[src/rtl/sinc3_pkg.sv]
package sinc3_pkg;
  localparam int ORDER = 3;

  function automatic int max4(input int a, input int b, input int c, input int d);
    int m;
    m = a;
    if (b > m) m = b;
    if (c > m) m = c;
    if (d > m) m = d;
    return m;
  endfunction

  function automatic longint cube(input int n);
    return longint'(n) * longint'(n) * longint'(n);
  endfunction

  // round(2^sh / n^3)
  function automatic longint unsigned recip(input int n, input int sh);
    longint unsigned c;
    c = longint'(unsigned'(cube(n)));
    return ((64'd1 << sh) + c / 2) / c;
  endfunction
endpackage

[src/rtl/sinc3_integrators.sv]
module sinc3_integrators #(
  parameter int ACC_W = 29,
  parameter int ORDER = 3
) (
  input  logic                    clk,
  input  logic                    rst_n,
  input  logic                    clr,
  input  logic                    en,
  input  logic                    bit_in,
  output logic signed [ACC_W-1:0] last_next
);
  logic signed [ACC_W-1:0] x;
  logic signed [ACC_W-1:0] acc_q [ORDER];
  logic signed [ACC_W-1:0] acc_d [ORDER];
  logic signed [ACC_W-1:0] sum   [ORDER];

  assign x = bit_in ? ACC_W'(1) : '1;

  for (genvar k = 0; k < ORDER; k++) begin : g_stage
    if (k == 0) begin : g_first
      assign sum[k] = acc_q[k] + x;
    end else begin : g_rest
      assign sum[k] = acc_q[k] + sum[k-1];
    end
  end

  assign last_next = sum[ORDER-1];

  always_comb begin
    for (int k = 0; k < ORDER; k++) begin
      if (clr)     acc_d[k] = '0;
      else if (en) acc_d[k] = sum[k];
      else         acc_d[k] = acc_q[k];
    end
  end

  always_ff @(posedge clk or negedge rst_n) begin
    if (!rst_n) begin
      for (int k = 0; k < ORDER; k++) acc_q[k] <= '0;
    end else begin
      for (int k = 0; k < ORDER; k++) acc_q[k] <= acc_d[k];
    end
  end
endmodule

[src/rtl/sinc3_combs.sv]
module sinc3_combs #(
  parameter int ACC_W = 29,
  parameter int ORDER = 3
) (
  input  logic                    clk,
  input  logic                    rst_n,
  input  logic                    clr,
  input  logic                    tick,
  input  logic signed [ACC_W-1:0] din,
  output logic signed [ACC_W-1:0] dout
);
  logic signed [ACC_W-1:0] dly_q [ORDER];
  logic signed [ACC_W-1:0] dly_d [ORDER];
  logic signed [ACC_W-1:0] diff  [ORDER];
  logic signed [ACC_W-1:0] out_d;

  for (genvar k = 0; k < ORDER; k++) begin : g_stage
    if (k == 0) begin : g_first
      assign diff[k] = din - dly_q[k];
    end else begin : g_rest
      assign diff[k] = diff[k-1] - dly_q[k];
    end
  end

  always_comb begin
    out_d = dout;
    for (int k = 0; k < ORDER; k++) dly_d[k] = dly_q[k];
    if (clr) begin
      out_d = '0;
      for (int k = 0; k < ORDER; k++) dly_d[k] = '0;
    end else if (tick) begin
      out_d    = diff[ORDER-1];
      dly_d[0] = din;
      for (int k = 1; k < ORDER; k++) dly_d[k] = diff[k-1];
    end
  end

  always_ff @(posedge clk or negedge rst_n) begin
    if (!rst_n) begin
      dout <= '0;
      for (int k = 0; k < ORDER; k++) dly_q[k] <= '0;
    end else begin
      dout <= out_d;
      for (int k = 0; k < ORDER; k++) dly_q[k] <= dly_d[k];
    end
  end
endmodule

[src/rtl/sinc3_scaler.sv]
module sinc3_scaler #(
  parameter int ACC_W = 29,
  parameter int K_W   = 49,
  parameter int OUT_W = 16,
  parameter int SH    = 48
) (
  input  logic signed [ACC_W-1:0] cin,
  input  logic        [K_W-1:0]   k,
  input  logic                    bipolar,
  output logic        [OUT_W-1:0] code
);
  localparam int PW = ACC_W + K_W + 1;
  localparam logic signed [PW-1:0] HALF_B = PW'(1) <<< (SH - OUT_W);
  localparam logic signed [PW-1:0] HALF_U = PW'(1) <<< (SH - OUT_W - 1);
  localparam logic signed [PW-1:0] MID    = PW'(1) <<< (OUT_W - 1);
  localparam logic signed [PW-1:0] TOP    = (PW'(1) <<< OUT_W) - PW'(1);

  logic signed [PW-1:0] cin_x, k_x, prod, sc_b, sc_u, val;

  always_comb begin
    cin_x = PW'(cin);
    k_x   = PW'({1'b0, k});
    prod  = cin_x * k_x;
    sc_b  = (prod + HALF_B) >>> (SH - OUT_W + 1);
    sc_u  = (prod + HALF_U) >>> (SH - OUT_W);
    val   = bipolar ? (sc_b + MID) : sc_u;
    if (val < 0)        code = '0;
    else if (val > TOP) code = '1;
    else                code = val[OUT_W-1:0];
  end
endmodule

[src/rtl/sinc3_decimator.sv]
module sinc3_decimator
  import sinc3_pkg::*;
#(
  parameter int OUT_W          = 16,
  parameter int RATIO_00       = 384,
  parameter int RATIO_01       = 320,
  parameter int RATIO_10       = 38,
  parameter int RATIO_11       = 76,
  parameter int RECIP_SH       = 48,
  parameter int SYNC_PERIODS   = 3,
  parameter int CHANGE_PERIODS = 4
) (
  input  logic             clk,
  input  logic             rst_n,
  input  logic             mod_en_i,
  input  logic             mod_bit_i,
  input  logic [1:0]       fsel_i,
  input  logic             sync_i,
  input  logic             bipolar_i,
  output logic [OUT_W-1:0] result_o,
  output logic             drdy_o
);
  localparam int NMAX     = max4(RATIO_00, RATIO_01, RATIO_10, RATIO_11);
  localparam int ACC_W    = ORDER * $clog2(NMAX) + 2;
  localparam int CNT_W    = $clog2(NMAX);
  localparam int K_W      = RECIP_SH + 1;
  localparam int SETTLE_W = $clog2(CHANGE_PERIODS + 1);
  localparam logic [SETTLE_W-1:0] SKIP_SYNC = SETTLE_W'(SYNC_PERIODS - 1);
  localparam logic [SETTLE_W-1:0] SKIP_CHG  = SETTLE_W'(CHANGE_PERIODS - 1);
  localparam logic [K_W-1:0] K_00 = K_W'(recip(RATIO_00, RECIP_SH));
  localparam logic [K_W-1:0] K_01 = K_W'(recip(RATIO_01, RECIP_SH));
  localparam logic [K_W-1:0] K_10 = K_W'(recip(RATIO_10, RECIP_SH));
  localparam logic [K_W-1:0] K_11 = K_W'(recip(RATIO_11, RECIP_SH));
  localparam logic signed [ACC_W-1:0] C_00 = ACC_W'(cube(RATIO_00));
  localparam logic signed [ACC_W-1:0] C_01 = ACC_W'(cube(RATIO_01));
  localparam logic signed [ACC_W-1:0] C_10 = ACC_W'(cube(RATIO_10));
  localparam logic signed [ACC_W-1:0] C_11 = ACC_W'(cube(RATIO_11));

  logic [1:0]              sel_q, sel_d, fsel_q, fsel_d;
  logic [CNT_W-1:0]        cnt_q, cnt_d;
  logic [SETTLE_W-1:0]     settle_q, settle_d;
  logic                    pend_q, pend_d, drdy_d;
  logic [OUT_W-1:0]        result_d, scaled;
  logic [CNT_W-1:0]        n_cur;
  logic [K_W-1:0]          k_cur;
  logic signed [ACC_W-1:0] n3_cur, integ_last, comb_q;
  logic                    disturb, take, at_end, tick;

  always_comb begin
    case (sel_q)
      2'd0:    begin n_cur = CNT_W'(RATIO_00); k_cur = K_00; n3_cur = C_00; end
      2'd1:    begin n_cur = CNT_W'(RATIO_01); k_cur = K_01; n3_cur = C_01; end
      2'd2:    begin n_cur = CNT_W'(RATIO_10); k_cur = K_10; n3_cur = C_10; end
      default: begin n_cur = CNT_W'(RATIO_11); k_cur = K_11; n3_cur = C_11; end
    endcase
  end

  assign disturb = sync_i || (fsel_i != fsel_q);
  assign take    = mod_en_i && !disturb;
  assign at_end  = (cnt_q == n_cur - CNT_W'(1));
  assign tick    = take && at_end;

  sinc3_integrators #(.ACC_W(ACC_W), .ORDER(ORDER)) u_integ (
    .clk(clk), .rst_n(rst_n), .clr(sync_i), .en(take),
    .bit_in(mod_bit_i), .last_next(integ_last)
  );

  sinc3_combs #(.ACC_W(ACC_W), .ORDER(ORDER)) u_comb (
    .clk(clk), .rst_n(rst_n), .clr(sync_i), .tick(tick),
    .din(integ_last), .dout(comb_q)
  );

  sinc3_scaler #(.ACC_W(ACC_W), .K_W(K_W), .OUT_W(OUT_W), .SH(RECIP_SH)) u_scale (
    .cin(comb_q), .k(k_cur), .bipolar(bipolar_i), .code(scaled)
  );

  always_comb begin
    sel_d    = sel_q;
    fsel_d   = fsel_q;
    cnt_d    = cnt_q;
    settle_d = settle_q;
    pend_d   = 1'b0;
    drdy_d   = 1'b0;
    result_d = result_o;
    if (disturb) begin
      sel_d    = fsel_i;
      fsel_d   = fsel_i;
      cnt_d    = '0;
      settle_d = sync_i ? SKIP_SYNC : SKIP_CHG;
    end else if (mod_en_i) begin
      if (at_end) begin
        cnt_d = '0;
        if (settle_q != '0) settle_d = settle_q - SETTLE_W'(1);
        else                pend_d   = 1'b1;
      end else begin
        cnt_d = cnt_q + CNT_W'(1);
      end
    end
    if (pend_q && !disturb) begin
      drdy_d   = 1'b1;
      result_d = scaled;
    end
  end

  always_ff @(posedge clk or negedge rst_n) begin
    if (!rst_n) begin
      sel_q    <= '0;
      fsel_q   <= '0;
      cnt_q    <= '0;
      settle_q <= SKIP_SYNC;
      pend_q   <= 1'b0;
      drdy_o   <= 1'b0;
      result_o <= '0;
    end else begin
      sel_q    <= sel_d;
      fsel_q   <= fsel_d;
      cnt_q    <= cnt_d;
      settle_q <= settle_d;
      pend_q   <= pend_d;
      drdy_o   <= drdy_d;
      result_o <= result_d;
    end
  end

  assert_drdy_pulse_R9: assert property (@(posedge clk) disable iff (!rst_n)
    drdy_o |=> !drdy_o);
  assert_result_hold_R9: assert property (@(posedge clk) disable iff (!rst_n)
    !drdy_o |-> $stable(result_o));
  assert_sync_quiet_R6: assert property (@(posedge clk) disable iff (!rst_n)
    sync_i |=> !drdy_o);
  assert_phase_bound_R2: assert property (@(posedge clk) disable iff (!rst_n)
    cnt_q < n_cur);
  assert_no_overflow_R10: assert property (@(posedge clk) disable iff (!rst_n)
    pend_q |-> (comb_q <= n3_cur && comb_q >= -n3_cur));
endmodule

[config.mk]
export PLATFORM = sky130hd
export DESIGN_NAME = sinc3_decimator
export DESIGN_NICKNAME = d
export VERILOG_FILES = /design/src/rtl/sinc3_pkg.sv /design/src/rtl/sinc3_integrators.sv /design/src/rtl/sinc3_combs.sv /design/src/rtl/sinc3_scaler.sv /design/src/rtl/sinc3_decimator.sv
export SDC_FILE = /design/constraint.sdc
export NUM_CORES = 2
export LEC_CHECK = 0
export ABC_AREA = 1
export BUFFER_PORTS_ARGS = -buffer_cell sky130_fd_sc_hd__clkbuf_2
export CORE_MARGIN = 4
export CORE_UTILIZATION = 40
export CTS_CLUSTER_SIZE = 20
export DETAILED_ROUTE_END_ITERATION = 8
export PLACE_DENSITY = 0.54
export SETUP_SLACK_MARGIN = 0.1
export SLEW_MARGIN = 10
export SYNTH_ARGS = -nofsm -noshare
export SYNTH_HDL_FRONTEND = slang
export SYNTH_HIERARCHICAL = 1
export SYNTH_SLANG_ARGS = --single-unit
[constraint.sdc]
create_clock -name clk -period 10.59 [get_ports clk]
set_input_delay 0.5295 -clock clk [delete_from_list [all_inputs] [get_ports clk]]
set_output_delay 0.5295 -clock clk [all_outputs]
set_load 0.005 [all_outputs]
# Yosys cells after proc, flatten, opt, wreduce, memory -nomap -nowiden

Index checks and enable logic that the tools add are counted.
W data, S select, Z words.

Register bits: 235
Input bits: 8
Word-level logic and storage cells: 74

Add/sub/neg operators: 12
Multipliers: 1
Order comparisons: 2
Eq/ne operators: 4
Multiplexer cells: 29
Reductions and logical operators: 13

Operator list:

| cell                     | number |
|---|---|
| $mux W29                 | 9 |
| $mux W87                 | 2 |
| $pmux W33 S3             | 1 |
| $add A29 B29 Y29         | 3 |
| $sub A29 B29 Y29         | 3 |
| $gt A79 B17 Y1 const B   | 1 |
| $lt A79 B1 Y1 const B    | 1 |
| $mux W79                 | 1 |
| $add A63 B33 Y64 const B | 1 |
| $add A63 B34 Y64 const B | 1 |
| $mul A29 B34 Y63         | 1 |
| $add A46 B17 Y47 const B | 1 |
| $mux W16                 | 2 |
| $mux W9                  | 3 |
| $pmux W9 S3              | 1 |
| $mux W3                  | 4 |
| $reduce_bool A2 Y1       | 5 |
| $add A9 B1 Y9 const B    | 1 |
| $eq A9 B9 Y1             | 1 |
| $sub A9 B1 Y9 const B    | 1 |
| $mux W1                  | 6 |
| $logic_and A1 B1 Y1      | 3 |
| $reduce_and A3 Y1        | 1 |
| $reduce_bool A3 Y1       | 1 |
| 7 further kinds          | 7 |

# Depth between registers and ports, before layout

Word-level depth: 9
Gate-level depth with buffers: 63
Gate-level depth less buffers: 61

# By module

Netlist, hierarchy kept.

By module, submodules not included:

| module            | times used | cells each | area an instance (µm²) |
|---|---|---|---|
| sinc3_scaler      | 1          | 7750       | 54387.2 |
| sinc3_combs       | 1          | 1236       | 9064.9 |
| sinc3_integrators | 1          | 1027       | 7845.0 |
| sinc3_decimator   | 1          | 237        | 1886.8 |

# Least setup slack after synthesis

Ideal clock, no wire load.

Kind: register to register
Start point: register fsel_q[0]
End point: register result_o[9]
Arrival: 9.821 ns
Data required time: 10.474 ns
Slack: 0.652 ns
Stages on the path, launching flop included: 54
Clock period less this slack: 9.938 ns
Cells stage by stage: dfrtp_1 -> inv_1 -> ha_1 -> inv_1 -> nand2_2 -> clkbuf_1 -> clkbuf_1 -> nand2_1 -> fa_1 -> inv_1 -> fa_1 -> fa_1 -> inv_1 -> fa_1 -> inv_1 -> fa_1 -> fa_1 -> fa_1 -> [... 18 more ...] -> nand2_2 -> ha_1 -> nand3_2 -> inv_1 -> nand2_1 -> nor2_4 -> nand3_1 -> nor2_2 -> xor2_1 -> nor2_1 -> nor2_1 -> nor2_2 -> buf_6 -> nand4_1 -> nand2_1 -> inv_1 -> nand2_1 -> nand2_1

Word-level cells in the longest chain between the ends: 9
Elaborated cells between the ends (all ways): 17

Ends and longest elaborated chain:

| item                                       | line                   | RTL |
|---|---|---|
| start, declared                            | sinc3_decimator.sv:39  | `logic [1:0] sel_q, sel_d, fsel_q, fsel_d;` |
| start signal, assigned                     | sinc3_decimator.sv:116 | `fsel_q <= fsel_d;` |
| $eq A2 B2 Y1, or another cell as far along | n/a                    |  |
| $pmux W33 S3 (*)                           | n/a                    |  |
| named net k_cur[13]                        | sinc3_decimator.sv:45  | `logic [K_W-1:0] k_cur;` |
| $mul A29 B34 Y63 (*)                       | n/a                    |  |
| $add A63 B34 Y64                           | n/a                    |  |
| $add A46 B17 Y47                           | n/a                    |  |
| $mux W79 (*)                               | n/a                    |  |
| $gt A79 B17 Y1                             | n/a                    |  |
| $mux W16                                   | n/a                    |  |
| $mux W16 (*)                               | n/a                    |  |
| named net scaled[9]                        | sinc3_decimator.sv:43  | `logic [OUT_W-1:0] result_d, scaled;` |
| end signal, assigned                       | sinc3_decimator.sv:121 | `result_o <= result_d;` |
| end, declared                              | sinc3_decimator.sv:20  | `output logic [OUT_W-1:0] result_o,` |

Mark *: on every way through the listed nets, which the timed path passes. The rest lies on a longest branch.
A chain may end at the register's enable or synchronous reset.

# Worst setup path after layout

Start point: register fsel_q[1]
End point: register result_o[14]

The elaborated chain is that of the path after synthesis.

==> impl_metrics.toml <==
[outcome]
status = "finished, final reports clean"

[clock_network]
numCtsBuffers = 30
clkLatencyLatePin_ns = 0.64
h-tree-depth = 1
cts_root_buf = "clkbuf_16"
cts.clk_slew.worst_paths_ns = 0.06
cts.sinks = 235
cts_buffer_depth = 3
cts_tree = "built"

[power]
p_int_mw = 2.94
power_leakage_nw = 47.9
peakVddDrop_mv = 0.191
sequentialPowerShare_pct = 15.8
power_switching_share_pct = 49.7
clkPwrFrac_pct = 20.7
p_sw_mw = 2.91
powerDensity_nw_per_um2 = 69.4
power_frac_comb_pct = 63.5

[drt]
post_drt_wl_per_cell_um = 19.2
postRouteAntennaNets = 0
drc = 0
vias_per_cell = 4.98
routed-via-count = 65300
drt_first_pass_iters = 6
first_iter_violations = 4468
routed_wl_um = 253000

[sta]
final.setup.tns_ns = 0
finalHoldViolCount = 0
min_period_ns = 10.16
setup_viol = 0
slew_viol_final = 0
max_freq_mhz = 98.5
worst_slew_pin_slew_ns = 1.01
rsz0062_at_grt = "true"
maxSlewHeadroom_pct = 32.6
finalClockSkew_ns = 0.0415
period_share_pct = 95.9

[critical_path]
path_class = "flip-flop to flip-flop"
cp_top_family = "adder cells"
crit_fanout = 16
crit_top_cell = "nand2_1"
cp.arrival_ns = 10.69
startpoint_type = "flip-flop"
cpPeakStageDelay_ns = 0.60
end_kind = "flip-flop"
slowest_stage = "fa_1"
crit_required_ns = 11.12
path_buf_inv = 13

[die]
start_util_pct = 40.4
die_area_um2 = 190000
core_area_um2 = 181000
boundaryPins = 25
std_cell_rows = 156
die_h_um = 436
die_w_um = 436

[placement]
gp_congestion = 0.995
postPlaceCellArea_um2 = 80400
dp_hpwl_um = 206000
portBuffers = 24

[job]
drv_cap = 0

[global_routing]
overflow = 0
grt_max_degree = 119
grt_pass1_wl_um = 393000
grt_pass1_vias = 68600
antenna_found_initial = 1
track_usage_pct = 26.2

[cells_and_area]
drive_above_1_share_pct = 14.5
fin_util_pct = 46.5
num_antenna_cells = 0
area_growth_pct = 15.2
nets = 12500
stdcell_area_um2 = 84300

[synth]
post-synth-top-area-cell = "fa_1"
async_flop_share_pct = 100
synth_seq_area_share_pct = 8.04
synth_seq_cells = 235
yosys-top-cells-area = "fa_1, nand2_1, inv_1"
synthCells = 10300
yosysMostFrequentCell = "nand2_1"
synth.cells.most_frequent = "nand2_1, inv_1, fa_1"
synth_cell_types = 80
synth_enable_flop_cells = 0
synth_top_area_share_pct = 34.7
synth_flop_cell = "dfrtp_1"
syn_avg_cell_area_um2 = 7.14
syn_area_um2 = 73200
yosys_warnings = 6

[min_path]
hold_path.class = "input pin to flip-flop"
==> sequential cells by signal, indices dropped and copies added, names as in the netlist <==
name	count
settle_q	3
pend_q	1
result_o	16
fsel_q	2
u_comb/dout	29
u_comb/dly_q	87
drdy_o	1
u_integ/acc_q	87
cnt_q	9
==> power by group through the flow <==
stage | clock network (mW) | registers (mW) | logic, mW
floorplan | 0 | 0.935 | 2.59
global placement | 0 | 0.938 | 3.60
detailed placement | 0 | 0.938 | 3.63
CTS | 1.26 | 0.921 | 3.64
global route | 1.29 | 0.923 | 4.16
finish | 1.21 | 0.922 | 3.72
==> metrics by stage <==
stage	std cells	hold slack (ns)	setup slack, ns	total power, mW
6_report	13100	0.0736	0.433	5.85
5_1_grt	13100	0.0480	-0.0524	6.37
4_1_cts	13000	0.0292	0.103	5.82
3_5_place_dp	13000	0.467	-0.120	4.56
3_3_place_gp	13000	0.465	-0.153	4.54
2_1_floorplan	10300	0.234	0.652	3.53
==> final cells by class <==
cell class                      count  area [um2]
Sequential cell                   235        5920
Fill cell                       18500       97000
Clock inverter                     17         323
Inverter                         2741       10300
Timing Repair Buffer              759        6370
Tap cell                         2370        2970
Clock buffer                       38         831
Multi-Input combinational cell   6962       57600
==> cell usage in the layout (no fill, tap or decap), types with 30 or more instances in the layout <==
cell       instances
inv_2             62
o21ai_1           33
nor3_1            39
fa_1            1254
conb_1            41
dfrtp_1          204
inv_1           2664
nor2_2            86
nand2_2          195
nand4_1          105
nand2_1         2878
xor2_1           113
dfrtp_2           30
nand3_2           42
buf_4            671
clkbuf_16         41
nor2_4           111
buf_12            32
xnor2_1           41
nand2_4           46
a21oi_1          259
a22o_1            55
ha_1             465
nor2_1           358
nand3_1          268
o21ai_0          221
ha_4              32
o21bai_1          31
==> path summary, 6_finish.rpt <==
path	slack, ns	end	cells after the start	startpoint
max	0.43	result_o[14]	53	fsel_q[1]
min	0.07	fsel_q[1]	1	fsel_i[1]
max reg2reg	0.43	result_o[14]	53	fsel_q[1]
min reg2reg	0.48	u_comb/dly_q[27]	2	u_comb/dly_q[27]
max in group asynchronous	8.78	u_comb/dout[26]	3	rst_n
min in group asynchronous	0.44	u_integ/acc_q[22]	2	rst_n
==> routing by layer <==
layer	up-vias	wire length (um)	GRT usage [%]
met2	1796	123000	45.8
met5	-	13	0
met1	32300	107000	34.3
met4	2	9010	7.95
met3	413	12800	2.57
li1	30800	-	-
==> kinds of logic (layout without fill, tap and decap cells) <==
| kind of cell | count (synthesis) | after routing | share of synthesized area, % |
|---|---|---|---|
| XOR/XNOR | 158 | 158 | 1.93 |
| AND/OR/NAND/NOR | 4230 | 4230 | 24.5 |
| flip-flops | 235 | 235 | 8.04 |
| buffers and inverters | 3092 | 3555 | 16.0 |
| multiplexers | 1 | 1 | 0.0137 |
| AO/OA/AOI/OAI | 761 | 761 | 6.23 |
| other | 2 | 41 | 0.0103 |
| adder cells (fa/ha/maj) | 1771 | 1771 | 43.3 |
==> repair_timing <==
| action | 4_1_cts | 5_1_grt |
|---|---|---|
| pin swaps | 0 | 153 |
| hold buffers | 1 | 0 |
| setup buffers | 0 | 64 |
| gates resized for setup | 15 | 496 |
| endpoints found under the setup margin | 16 | 16 |
| hold endpoints to repair | 79 | 0 |
| gates cloned | 0 | 11 |
No activity file was read; power rests on OpenSTA's default activity.
